## src/rtl/pmic_i2c_pkg.sv

```systemverilog
package pmic_i2c_pkg;
    typedef enum logic [2:0] {
        ST_IDLE,
        ST_RX,
        ST_ACK,
        ST_TX,
        ST_MACK,
        ST_IGNORE
    } bus_state_e;

    typedef enum logic [1:0] {
        K_ADDR,
        K_PTR,
        K_DATA
    } rx_kind_e;
endpackage

```

## src/rtl/i2c_line_sync.sv

```systemverilog
module i2c_line_sync #(
    parameter int SYNC_STAGES = 2
) (
    input  logic clk,
    input  logic rst_n,
    input  logic scl_i,
    input  logic sda_i,
    output logic scl_s,
    output logic sda_s,
    output logic scl_rise,
    output logic scl_fall,
    output logic start_det,
    output logic stop_det
);
    localparam int MSB = SYNC_STAGES - 1;

    typedef struct packed {
        logic [SYNC_STAGES-1:0] scl_pipe;
        logic [SYNC_STAGES-1:0] sda_pipe;
        logic                   scl_prev;
        logic                   sda_prev;
    } sync_t;

    sync_t q, d;

    always_comb begin
        d          = q;
        d.scl_pipe = {q.scl_pipe[SYNC_STAGES-2:0], scl_i};
        d.sda_pipe = {q.sda_pipe[SYNC_STAGES-2:0], sda_i};
        d.scl_prev = q.scl_pipe[MSB];
        d.sda_prev = q.sda_pipe[MSB];
    end

    always_ff @(posedge clk or negedge rst_n) begin
        if (!rst_n) q <= '1;
        else        q <= d;
    end

    assign scl_s     = q.scl_pipe[MSB];
    assign sda_s     = q.sda_pipe[MSB];
    assign scl_rise  = scl_s & ~q.scl_prev;
    assign scl_fall  = ~scl_s & q.scl_prev;
    assign start_det = scl_s & q.scl_prev & q.sda_prev & ~sda_s;
    assign stop_det  = scl_s & q.scl_prev & ~q.sda_prev & sda_s;
endmodule

```

## src/rtl/i2c_tgt_fsm.sv

```systemverilog
module i2c_tgt_fsm
    import pmic_i2c_pkg::*;
#(
    parameter int         DW      = 8,
    parameter logic [5:0] ADDR_HI = 6'b100100
) (
    input  logic          clk,
    input  logic          rst_n,
    input  logic          if_enable,
    input  logic          addr_sel,
    input  logic          scl_s,
    input  logic          sda_s,
    input  logic          scl_rise,
    input  logic          scl_fall,
    input  logic          start_det,
    input  logic          stop_det,
    input  logic [DW-1:0] rd_data,
    output logic [DW-1:0] rd_addr,
    output logic          wr_en,
    output logic [DW-1:0] wr_addr,
    output logic [DW-1:0] wr_data,
    output logic          sda_oe
);
    localparam int CW = $clog2(DW) + 1;

    typedef struct packed {
        bus_state_e    st;
        rx_kind_e      kind;
        logic [CW-1:0] cnt;
        logic [DW-1:0] sh;
        logic [DW-1:0] ptr;
        logic          is_read;
        logic          mack;
        logic          wr_en;
        logic [DW-1:0] wr_addr;
        logic [DW-1:0] wr_data;
    } fsm_t;

    fsm_t q, d;

    always_comb begin
        d       = q;
        d.wr_en = 1'b0;
        if (!if_enable) begin
            d.st = ST_IDLE;
        end else if (start_det) begin
            d.st   = ST_RX;
            d.kind = K_ADDR;
            d.cnt  = '0;
        end else if (stop_det) begin
            d.st = ST_IDLE;
        end else begin
            unique case (q.st)
                ST_RX: begin
                    if (scl_rise) begin
                        d.sh  = {q.sh[DW-2:0], sda_s};
                        d.cnt = q.cnt + 1'b1;
                    end else if (scl_fall && q.cnt == CW'(DW)) begin
                        unique case (q.kind)
                            K_ADDR: begin
                                if (q.sh[DW-1:1] == {ADDR_HI, addr_sel}) begin
                                    d.is_read = q.sh[0];
                                    d.kind    = q.sh[0] ? K_ADDR : K_PTR;
                                    d.st      = ST_ACK;
                                end else begin
                                    d.st = ST_IGNORE;
                                end
                            end
                            K_PTR: begin
                                d.ptr  = q.sh;
                                d.kind = K_DATA;
                                d.st   = ST_ACK;
                            end
                            default: begin
                                d.wr_en   = 1'b1;
                                d.wr_addr = q.ptr;
                                d.wr_data = q.sh;
                                d.ptr     = q.ptr + 1'b1;
                                d.st      = ST_ACK;
                            end
                        endcase
                    end
                end
                ST_ACK: begin
                    if (scl_fall) begin
                        d.cnt = '0;
                        if (q.is_read) begin
                            d.st  = ST_TX;
                            d.sh  = rd_data;
                            d.ptr = q.ptr + 1'b1;
                        end else begin
                            d.st = ST_RX;
                        end
                    end
                end
                ST_TX: begin
                    if (scl_fall) begin
                        d.sh  = {q.sh[DW-2:0], 1'b0};
                        d.cnt = q.cnt + 1'b1;
                        if (q.cnt == CW'(DW - 1)) d.st = ST_MACK;
                    end
                end
                ST_MACK: begin
                    if (scl_rise) begin
                        d.mack = ~sda_s;
                    end else if (scl_fall) begin
                        if (q.mack) begin
                            d.st  = ST_TX;
                            d.sh  = rd_data;
                            d.ptr = q.ptr + 1'b1;
                            d.cnt = '0;
                        end else begin
                            d.st = ST_IGNORE;
                        end
                    end
                end
                default: ;
            endcase
        end
    end

    always_ff @(posedge clk or negedge rst_n) begin
        if (!rst_n) begin
            q         <= '0;
            q.st      <= ST_IDLE;
            q.kind    <= K_ADDR;
        end else begin
            q <= d;
        end
    end

    assign rd_addr = q.ptr;
    assign wr_en   = q.wr_en;
    assign wr_addr = q.wr_addr;
    assign wr_data = q.wr_data;
    assign sda_oe  = (q.st == ST_ACK) | ((q.st == ST_TX) & ~q.sh[DW-1]);

    // Disabled port leaves the line alone
    assert_quiet_when_off_R7: assert property (@(posedge clk) disable iff (!rst_n)
        !if_enable |=> !sda_oe);

    // START always re-enters address reception
    assert_start_restarts_R4: assert property (@(posedge clk) disable iff (!rst_n)
        (if_enable && start_det) |=> (q.st == ST_RX && q.kind == K_ADDR && q.cnt == '0));

    // STOP releases SDA
    assert_stop_releases_R9: assert property (@(posedge clk) disable iff (!rst_n)
        (if_enable && stop_det && !start_det) |=> !sda_oe);

    // Drive changes only during SCL low, outside bus conditions
    assert_drive_in_low_phase_R9: assert property (@(posedge clk) disable iff (!rst_n)
        (!$stable(sda_oe) && $past(if_enable) && !$past(start_det) && !$past(stop_det))
        |-> !scl_s);

    // Master NACK ends the read with SDA released
    assert_nack_releases_R6: assert property (@(posedge clk) disable iff (!rst_n)
        (if_enable && !start_det && !stop_det && q.st == ST_MACK && scl_fall && !q.mack)
        |=> (!sda_oe && q.st == ST_IGNORE));
endmodule

```

## src/rtl/pm_regbank.sv

```systemverilog
module pm_regbank #(
    parameter int                    NREG     = 8,
    parameter int                    DW       = 8,
    parameter int                    AW       = 8,
    parameter logic [NREG*DW-1:0]    DEFAULTS = '0
) (
    input  logic               clk,
    input  logic               rst_n,
    input  logic               force_def,
    input  logic               wr_en,
    input  logic [AW-1:0]      wr_addr,
    input  logic [DW-1:0]      wr_data,
    input  logic [AW-1:0]      rd_addr,
    output logic [DW-1:0]      rd_data,
    output logic [NREG*DW-1:0] regs_o
);
    localparam logic [DW-1:0] UNMAPPED = '1;

    logic [DW-1:0] regs_q [NREG];
    logic [DW-1:0] regs_d [NREG];

    always_comb begin
        for (int i = 0; i < NREG; i++) begin
            regs_d[i] = regs_q[i];
            if (force_def)
                regs_d[i] = DEFAULTS[i*DW +: DW];
            else if (wr_en && wr_addr == AW'(i))
                regs_d[i] = wr_data;
        end
    end

    always_ff @(posedge clk or negedge rst_n) begin
        if (!rst_n) begin
            for (int i = 0; i < NREG; i++) regs_q[i] <= DEFAULTS[i*DW +: DW];
        end else begin
            for (int i = 0; i < NREG; i++) regs_q[i] <= regs_d[i];
        end
    end

    always_comb begin
        rd_data = UNMAPPED;
        for (int i = 0; i < NREG; i++)
            if (rd_addr == AW'(i)) rd_data = regs_q[i];
    end

    for (genvar g = 0; g < NREG; g++) begin : g_flat
        assign regs_o[g*DW +: DW] = regs_q[g];
    end

    // Wait mode with all rails off pins the bank to defaults
    assert_defaults_forced_R8: assert property (@(posedge clk) disable iff (!rst_n)
        force_def |=> (regs_o == DEFAULTS));

    // Unmapped writes are discarded
    assert_unmapped_write_dropped_R5: assert property (@(posedge clk) disable iff (!rst_n)
        (wr_en && wr_addr >= AW'(NREG) && !force_def) |=> $stable(regs_o));

    // Without a write or a forced reset the contents are kept
    assert_contents_kept_R8: assert property (@(posedge clk) disable iff (!rst_n)
        (!wr_en && !force_def) |=> $stable(regs_o));
endmodule

```

## src/rtl/pmic_i2c_target.sv

```systemverilog
module pmic_i2c_target #(
    parameter int                 NREG         = 8,
    parameter int                 DW           = 8,
    parameter int                 SYNC_STAGES  = 2,
    parameter logic [5:0]         ADDR_HI      = 6'b100100,
    parameter logic [NREG*DW-1:0] REG_DEFAULTS = 64'h7766554433221100
) (
    input  logic               clk,
    input  logic               rst_n,
    input  logic               scl_i,
    input  logic               sda_i,
    output logic               sda_oe_o,
    input  logic               addr_sel_i,
    input  logic               if_enable_i,
    input  logic               wait_mode_i,
    input  logic               rail_on_i,
    output logic [NREG*DW-1:0] regs_o
);
    logic          scl_s, sda_s, scl_rise, scl_fall, start_det, stop_det;
    logic [DW-1:0] rd_addr, rd_data, wr_addr, wr_data;
    logic          wr_en;
    logic          force_def;

    assign force_def = wait_mode_i & ~rail_on_i;

    i2c_line_sync #(.SYNC_STAGES(SYNC_STAGES)) u_sync (
        .clk       (clk),
        .rst_n     (rst_n),
        .scl_i     (scl_i),
        .sda_i     (sda_i),
        .scl_s     (scl_s),
        .sda_s     (sda_s),
        .scl_rise  (scl_rise),
        .scl_fall  (scl_fall),
        .start_det (start_det),
        .stop_det  (stop_det)
    );

    i2c_tgt_fsm #(.DW(DW), .ADDR_HI(ADDR_HI)) u_fsm (
        .clk       (clk),
        .rst_n     (rst_n),
        .if_enable (if_enable_i),
        .addr_sel  (addr_sel_i),
        .scl_s     (scl_s),
        .sda_s     (sda_s),
        .scl_rise  (scl_rise),
        .scl_fall  (scl_fall),
        .start_det (start_det),
        .stop_det  (stop_det),
        .rd_data   (rd_data),
        .rd_addr   (rd_addr),
        .wr_en     (wr_en),
        .wr_addr   (wr_addr),
        .wr_data   (wr_data),
        .sda_oe    (sda_oe_o)
    );

    pm_regbank #(.NREG(NREG), .DW(DW), .AW(DW), .DEFAULTS(REG_DEFAULTS)) u_regs (
        .clk       (clk),
        .rst_n     (rst_n),
        .force_def (force_def),
        .wr_en     (wr_en),
        .wr_addr   (wr_addr),
        .wr_data   (wr_data),
        .rd_addr   (rd_addr),
        .rd_data   (rd_data),
        .regs_o    (regs_o)
    );
endmodule

```

## config.mk

```make
export PLATFORM = sky130hd
export DESIGN_NAME = pmic_i2c_target
export DESIGN_NICKNAME = d
export VERILOG_FILES = /design/src/rtl/pmic_i2c_pkg.sv /design/src/rtl/i2c_line_sync.sv /design/src/rtl/i2c_tgt_fsm.sv /design/src/rtl/pm_regbank.sv /design/src/rtl/pmic_i2c_target.sv
export SDC_FILE = /design/constraint.sdc
export NUM_CORES = 1
export LEC_CHECK = 0
export CORE_UTILIZATION = 60
export CTS_CLUSTER_DIAMETER = 50
export DETAILED_ROUTE_END_ITERATION = 10
export DONT_BUFFER_PORTS = 1
export GPL_TIMING_DRIVEN = 0
export PLACE_DENSITY = 0.84
export SETUP_SLACK_MARGIN = 0.02
export SKIP_LAST_GASP = 1
export SYNTH_ARGS = -nofsm -noshare
export SYNTH_HDL_FRONTEND = slang
export SYNTH_SLANG_ARGS = --single-unit
export TNS_END_PERCENT = 10
```

## constraint.sdc

```tcl
create_clock -name clk -period 6.8 [get_ports clk]
set_clock_uncertainty 0.15 [all_clocks]
set_input_delay 1.02 -clock clk [delete_from_list [all_inputs] [get_ports clk]]
set_output_delay 1.02 -clock clk [all_outputs]
set_load 0.02 [all_outputs]
```

Word level (Yosys, flattened, before mapping)
Cells that the tools add are included.

Flip-flop bits (word level): 114. Bits in latches: 0. Bits in writable memories: 0. ROM bits: 0. Input port bits: 8. Output and inout port bits: 65. Memories kept: 0.

$add $sub $neg: 2. Multiply operators: 0. Divide/modulo/power cells: 0. Order comparisons: 0. Equal/unequal tests: 49. Shifts and indexed selects: 0. Mux-type cells: 67. Bitwise logic cells: 20. Reductions and logical operators: 35.

Operator list (number): $mux 8 (24); $mux 17 (6); $mux 20 (4); $eq 8x3->1 const B (8); $pmux 12 s4 (1); $mux 41 (1); $eq 8x2->1 const B (4); $mux 3 (10); $mux 9 (3); $ne 5x4->1 const B (5); $mux 12 (2); $pmux 8 s3 (1); $reduce_bool 2->1 (10); $eq 8x1->1 const B (2); $logic_not 8->1 (2); $mux 16 (1); $pmux 8 s2 (1); $reduce_and 8->1 (2); $ne 3x2->1 const B (5); $ne 2x1->1 const B (7); $reduce_and 7->1 (2); $pmux 3 s4 (1); $reduce_and 12->1 (1); $reduce_and 11->1 (1); 28 further kinds (69).

Depth between registers and ports, before layout
Word-level depth: 16. Depth in mapped cells: 8. Gate-level depth less buffers: 7.

Hierarchy
A second synthesis with hierarchy kept.

Cell total of the unflattened synthesis: 536. Area, all modules: 6114.6 sq um.

Modules (own cells, without submodules): pm_regbank (times used 1, cells an instance 265, area each 3357.0 sq um, sequential area each 1631.6 sq um); i2c_tgt_fsm (times used 1, cells an instance 260, area each 2553.7 sq um, sequential area each 1101.1 sq um); i2c_line_sync (times used 1, cells an instance 10, area each 190.2 sq um, sequential area each 157.7 sq um); pmic_i2c_target (times used 1, cells an instance 1, area each 13.8 sq um, sequential area each 0.0 sq um).

Least setup slack after synthesis
Ideal clock, no wire load.

Kind: input to register. Start point: input if_enable_i. End point: register u_fsm.q[39] in the netlist's numbering. Setup time: 0.125 ns. Data arrival time: 2.162 ns. Setup slack: 4.363 ns. Stages: 4. Buffers on the path: 0. Path through: inv_1 > or4b_2 > o41ai_1 > mux2_2.

Cells in the longest elaborated chain, start to end: 1.

Ends and longest elaborated chain: start, declared (line pmic_i2c_target.sv:14) `input logic if_enable_i,`; $reduce_and 7->1 (no source line); end, declared (line i2c_tgt_fsm.sv:39) `fsm_t q, d;`.

Every way passes these cells. A chain may end at the register's enable or synchronous reset.

Worst setup path in the final report
Start point: register u_fsm.q[42] in the netlist's numbering. End point: output sda_oe_o.

Cells in the longest elaborated chain, start to end: 3. Elaborated cells on any way between the ends: 4. Those cells by class: eq/ne (2); bitwise (2).

Ends and longest elaborated chain: $eq 3x2->1 (line i2c_tgt_fsm.sv:136) `assign sda_oe = (q.st == ST_ACK) | ((q.st == ST_TX) & ~q.sh[DW-1]);`; $and 1x1->1 (line i2c_tgt_fsm.sv:136); $or 1x1->1 * (line i2c_tgt_fsm.sv:136); end, declared (line pmic_i2c_target.sv:12) `output logic sda_oe_o,`.

Every way passes the cells marked *; elsewhere a longest branch is shown, timed or not.

==> results.json <==
{
  "outcome": "finished clean",
  "maxSlewViolCount": 0,
  "cts_buffers": 17,
  "endpoint_kind": "primary output",
  "ys_types": 70,
  "preCtsSetupSlack_ns": 4.09,
  "dpl.cell_count": 754,
  "clock.fmax_ghz": 0.344,
  "cp_num_buf_inv": 1,
  "fin_crit_sh_pct": 42.8,
  "dieArea_um2": 10300,
  "hpwl_mm": 12.0,
  "syn-cell-area_um2": 5950,
  "grt-ovfl-total": 0,
  "layout.nets": 658,
  "synth_edf_count": 0,
  "power_per_cell_area_nw_per_um2": 335,
  "finalNonFillerCells": 786,
  "grt_pass1_vias": 5100,
  "dpl-instance-area_um2": 6120,
  "worst_setup_path_start_kind": "flop",
  "rows": 35,
  "grt_pass1_wl_mm": 27.6,
  "cts.path.max_buffers": 2,
  "drtAntennaViolNets": 0,
  "synth_area_per_cell_um2": 9.53,
  "crit_path_max_fanout": 10,
  "cts_root_buf": "clkbuf_8",
  "yosysSeqAreaShare_pct": 48.5,
  "max_stage_delay_ns": 0.43,
  "wl_per_cell_um": 22.0,
  "clk_latency_ns": 0.52,
  "slew_headroom_pct": 19.2,
  "syn-instance-count": 625,
  "critical_path.top_delay_family": "flip-flops",
  "fp.dieH_um": 102,
  "antenna_cells": 0,
  "worstSetupPathType": "reg -> out",
  "drcViolationCount": 0,
  "cts_setup_buffers": 0,
  "holdBufCountCts": 0,
  "worstHoldPathType": "in -> async",
  "ys_seq_elements": 114,
  "synth_flop_cell": "dfrtp_1",
  "synth_nets": 639,
  "cts_tree": "yes",
  "avgViaCountPerCell": 6.55,
  "io_buffers": 0,
  "antenna_found_initial": 0,
  "yosys_warnings": 0,
  "grt_use_total_pct": 36.2,
  "final_cell_area_um2": 6650,
  "p_leak_uw": 0.00276,
  "tns_ns": 0,
  "area_growth_pct": 11.7,
  "dieWidth_um": 102,
  "drt-pass1-iter-count": 5,
  "worst_ep_arrival_time_ns": 1.74,
  "rsz0062_at_grt": "false",
  "wirelength_mm": 17.3,
  "grt_max_degree": 115,
  "fin_ws_ns": 3.89,
  "min_period_ns": 2.91,
  "boundaryPins": 73,
  "cp.required_ns": 5.63,
  "critPathSlowestCell": "dfrtp_1",
  "h-tree-depth": 4,
  "clk_pin_slew_worst_paths_ns": 0.06,
  "worst_pin_slew_ns": 1.20,
  "cap_violations": 0,
  "coreArea_um2": 9420,
  "start_util_pct": 63.2,
  "clock-sinks": 114,
  "drive_above_1_share_pct": 16.4,
  "cts-resized-gates": 0,
  "final_util_pct": 70.6,
  "ir_drop_uv": 246,
  "gp_congestion": 0.941,
  "path_cells": "buf_2 > nand2b_1 > a21oi_1",
  "vias": 5147,
  "first_iter_violations": 581,
  "finalSetupViolCount": 0,
  "async_flop_share_pct": 100,
  "hold_viol_final": 0
}
-- layout by cell type (no fill, tap or decap), types with 20 or more instances in the layout --
cell      count
a21oi_1      50
clkbuf_1     31
dfrtp_1      84
dfstp_2      30
mux2_2       20
mux2i_1      31
nand2_1     106
nand3_1      31
nor2_1       41
o21ai_0      20
-- state kept, by name, summed over array words and instances (netlist names) --
name	count
u_fsm.q	19
u_fsm.rd_addr	8
u_fsm.wr_addr	8
u_fsm.wr_data	8
u_fsm.wr_en	1
u_regs.regs_o	64
u_sync.d	2
u_sync.q	2
u_sync.scl_s	1
u_sync.sda_s	1
-- metrics by stage --
step | total power, uW | hold WS (ns)
2_1_floorplan | 1210 | 0.195
3_3_place_gp | 1370 | 0.197
3_5_place_dp | 1400 | 0.199
4_1_cts | 2200 | 0.0309
5_1_grt | 2320 | 0.0238
6_report | 2230 | 0.0409
-- report_power, final --
part	switching, uW	total (uW)	internal [uW]	leakage (uW)
Clock	348	803	455	0.000254
Sequential	90.5	831	740	0.00146
Combinational	387	594	206	0.00105
Total	825	2230	1400	0.00276
-- worst paths after layout --
path,from,end,slack [ns],cells past startpoint
worst max-delay path,u_fsm.q[42]$_DFFE_PN0P_,sda_oe_o,3.89,3
max in group asynchronous,rst_n,u_sync.scl_s$_DFF_PN1_,6.23,0
worst min register to register,u_sync.d[5]$_DFF_PN1_,u_sync.scl_s$_DFF_PN1_,0.21,0
min in group clk,u_sync.d[5]$_DFF_PN1_,u_sync.scl_s$_DFF_PN1_,0.21,0
worst min-delay path,rst_n,u_regs.regs_o[31]$_DFFE_PN0P_,0.04,0
worst max register to register,u_fsm.rd_addr[1]$_DFFE_PN0P_,u_fsm.q[27]$_DFFE_PN0P_,3.96,8
-- cell usage after synthesis, drive strengths merged, types with 2 or more instances --
master   number  area [um^2]
nand2       107          404
dfrtp        84         2100
a21oi        50          250
nor2         42          160
clkbuf       31          116
mux2i        31          310
nand3        31          155
dfstp        30          788
o21ai        23          119
mux2         21          240
inv          16         60.1
o22ai        11         68.8
nand2b       10         62.6
nor3         10         50.1
and2          8         50.1
nor3b         8         65.1
o221ai        8         70.1
a211oi        7         52.6
buf           7         50.1
a31oi         6         37.5
and3          6         37.5
ha            6         75.1
nor4          6         58.8
o31ai         6         45.0
nand3b        5         37.5
nor2b         5         31.3
or3b          5         43.8
a2111oi       3         26.3
a32oi         3         26.3
o211ai        3         22.5
o2bb2ai       3         26.3
o311ai        3         26.3
xnor2         3         26.3
and2b         2         16.3
nor4b         2         17.5
or2           2         12.5
or3           2         12.5
-- area by class of cell --
cell class	count	area, um^2
tap	129	161
fill	695	2760
clock buffer	17	414
inverter	16	60.1
multi-input combinational	457	2840
buffer	38	166
sequential	114	2890
clock inverter	15	121
-- worst register-to-register path, stage by stage, from the launching register on --
cell and delay (ns):
dfrtp_1 0.48, inv_1 0.12, ha_1 0.29, inv_1 0.23
clkbuf_1 0.39, o221ai_1 0.30, a32oi_1 0.37, o221ai_1 0.20
a31oi_1 0.23
-- logic make-up (layout without fill, tap and decap cells) --
kind of cell	count (synthesis)	after routing	synth area share, %
AOI/OAI and AO/OA	139	139	15.3
adders and majority gates	6	6	1.26
and+or+nand+nor	257	257	21.4
xor gates and xnor gates	3	3	0.441
DFF	114	114	48.5
muxes	52	52	9.25
buffers and inverters	54	86	3.80
-- metal layers --
metal | up-vias | track usage (%) | part of all wire [%]
met5 | - | 0 | 0
met4 | 0 | 19.8 | 4.5
met3 | 65 | 10.8 | 9.9
met2 | 305 | 55.9 | 47
met1 | 2500 | 45.8 | 39
li1 | 2277 | - | -
Note: power is estimated with default switching activity, not from simulation.
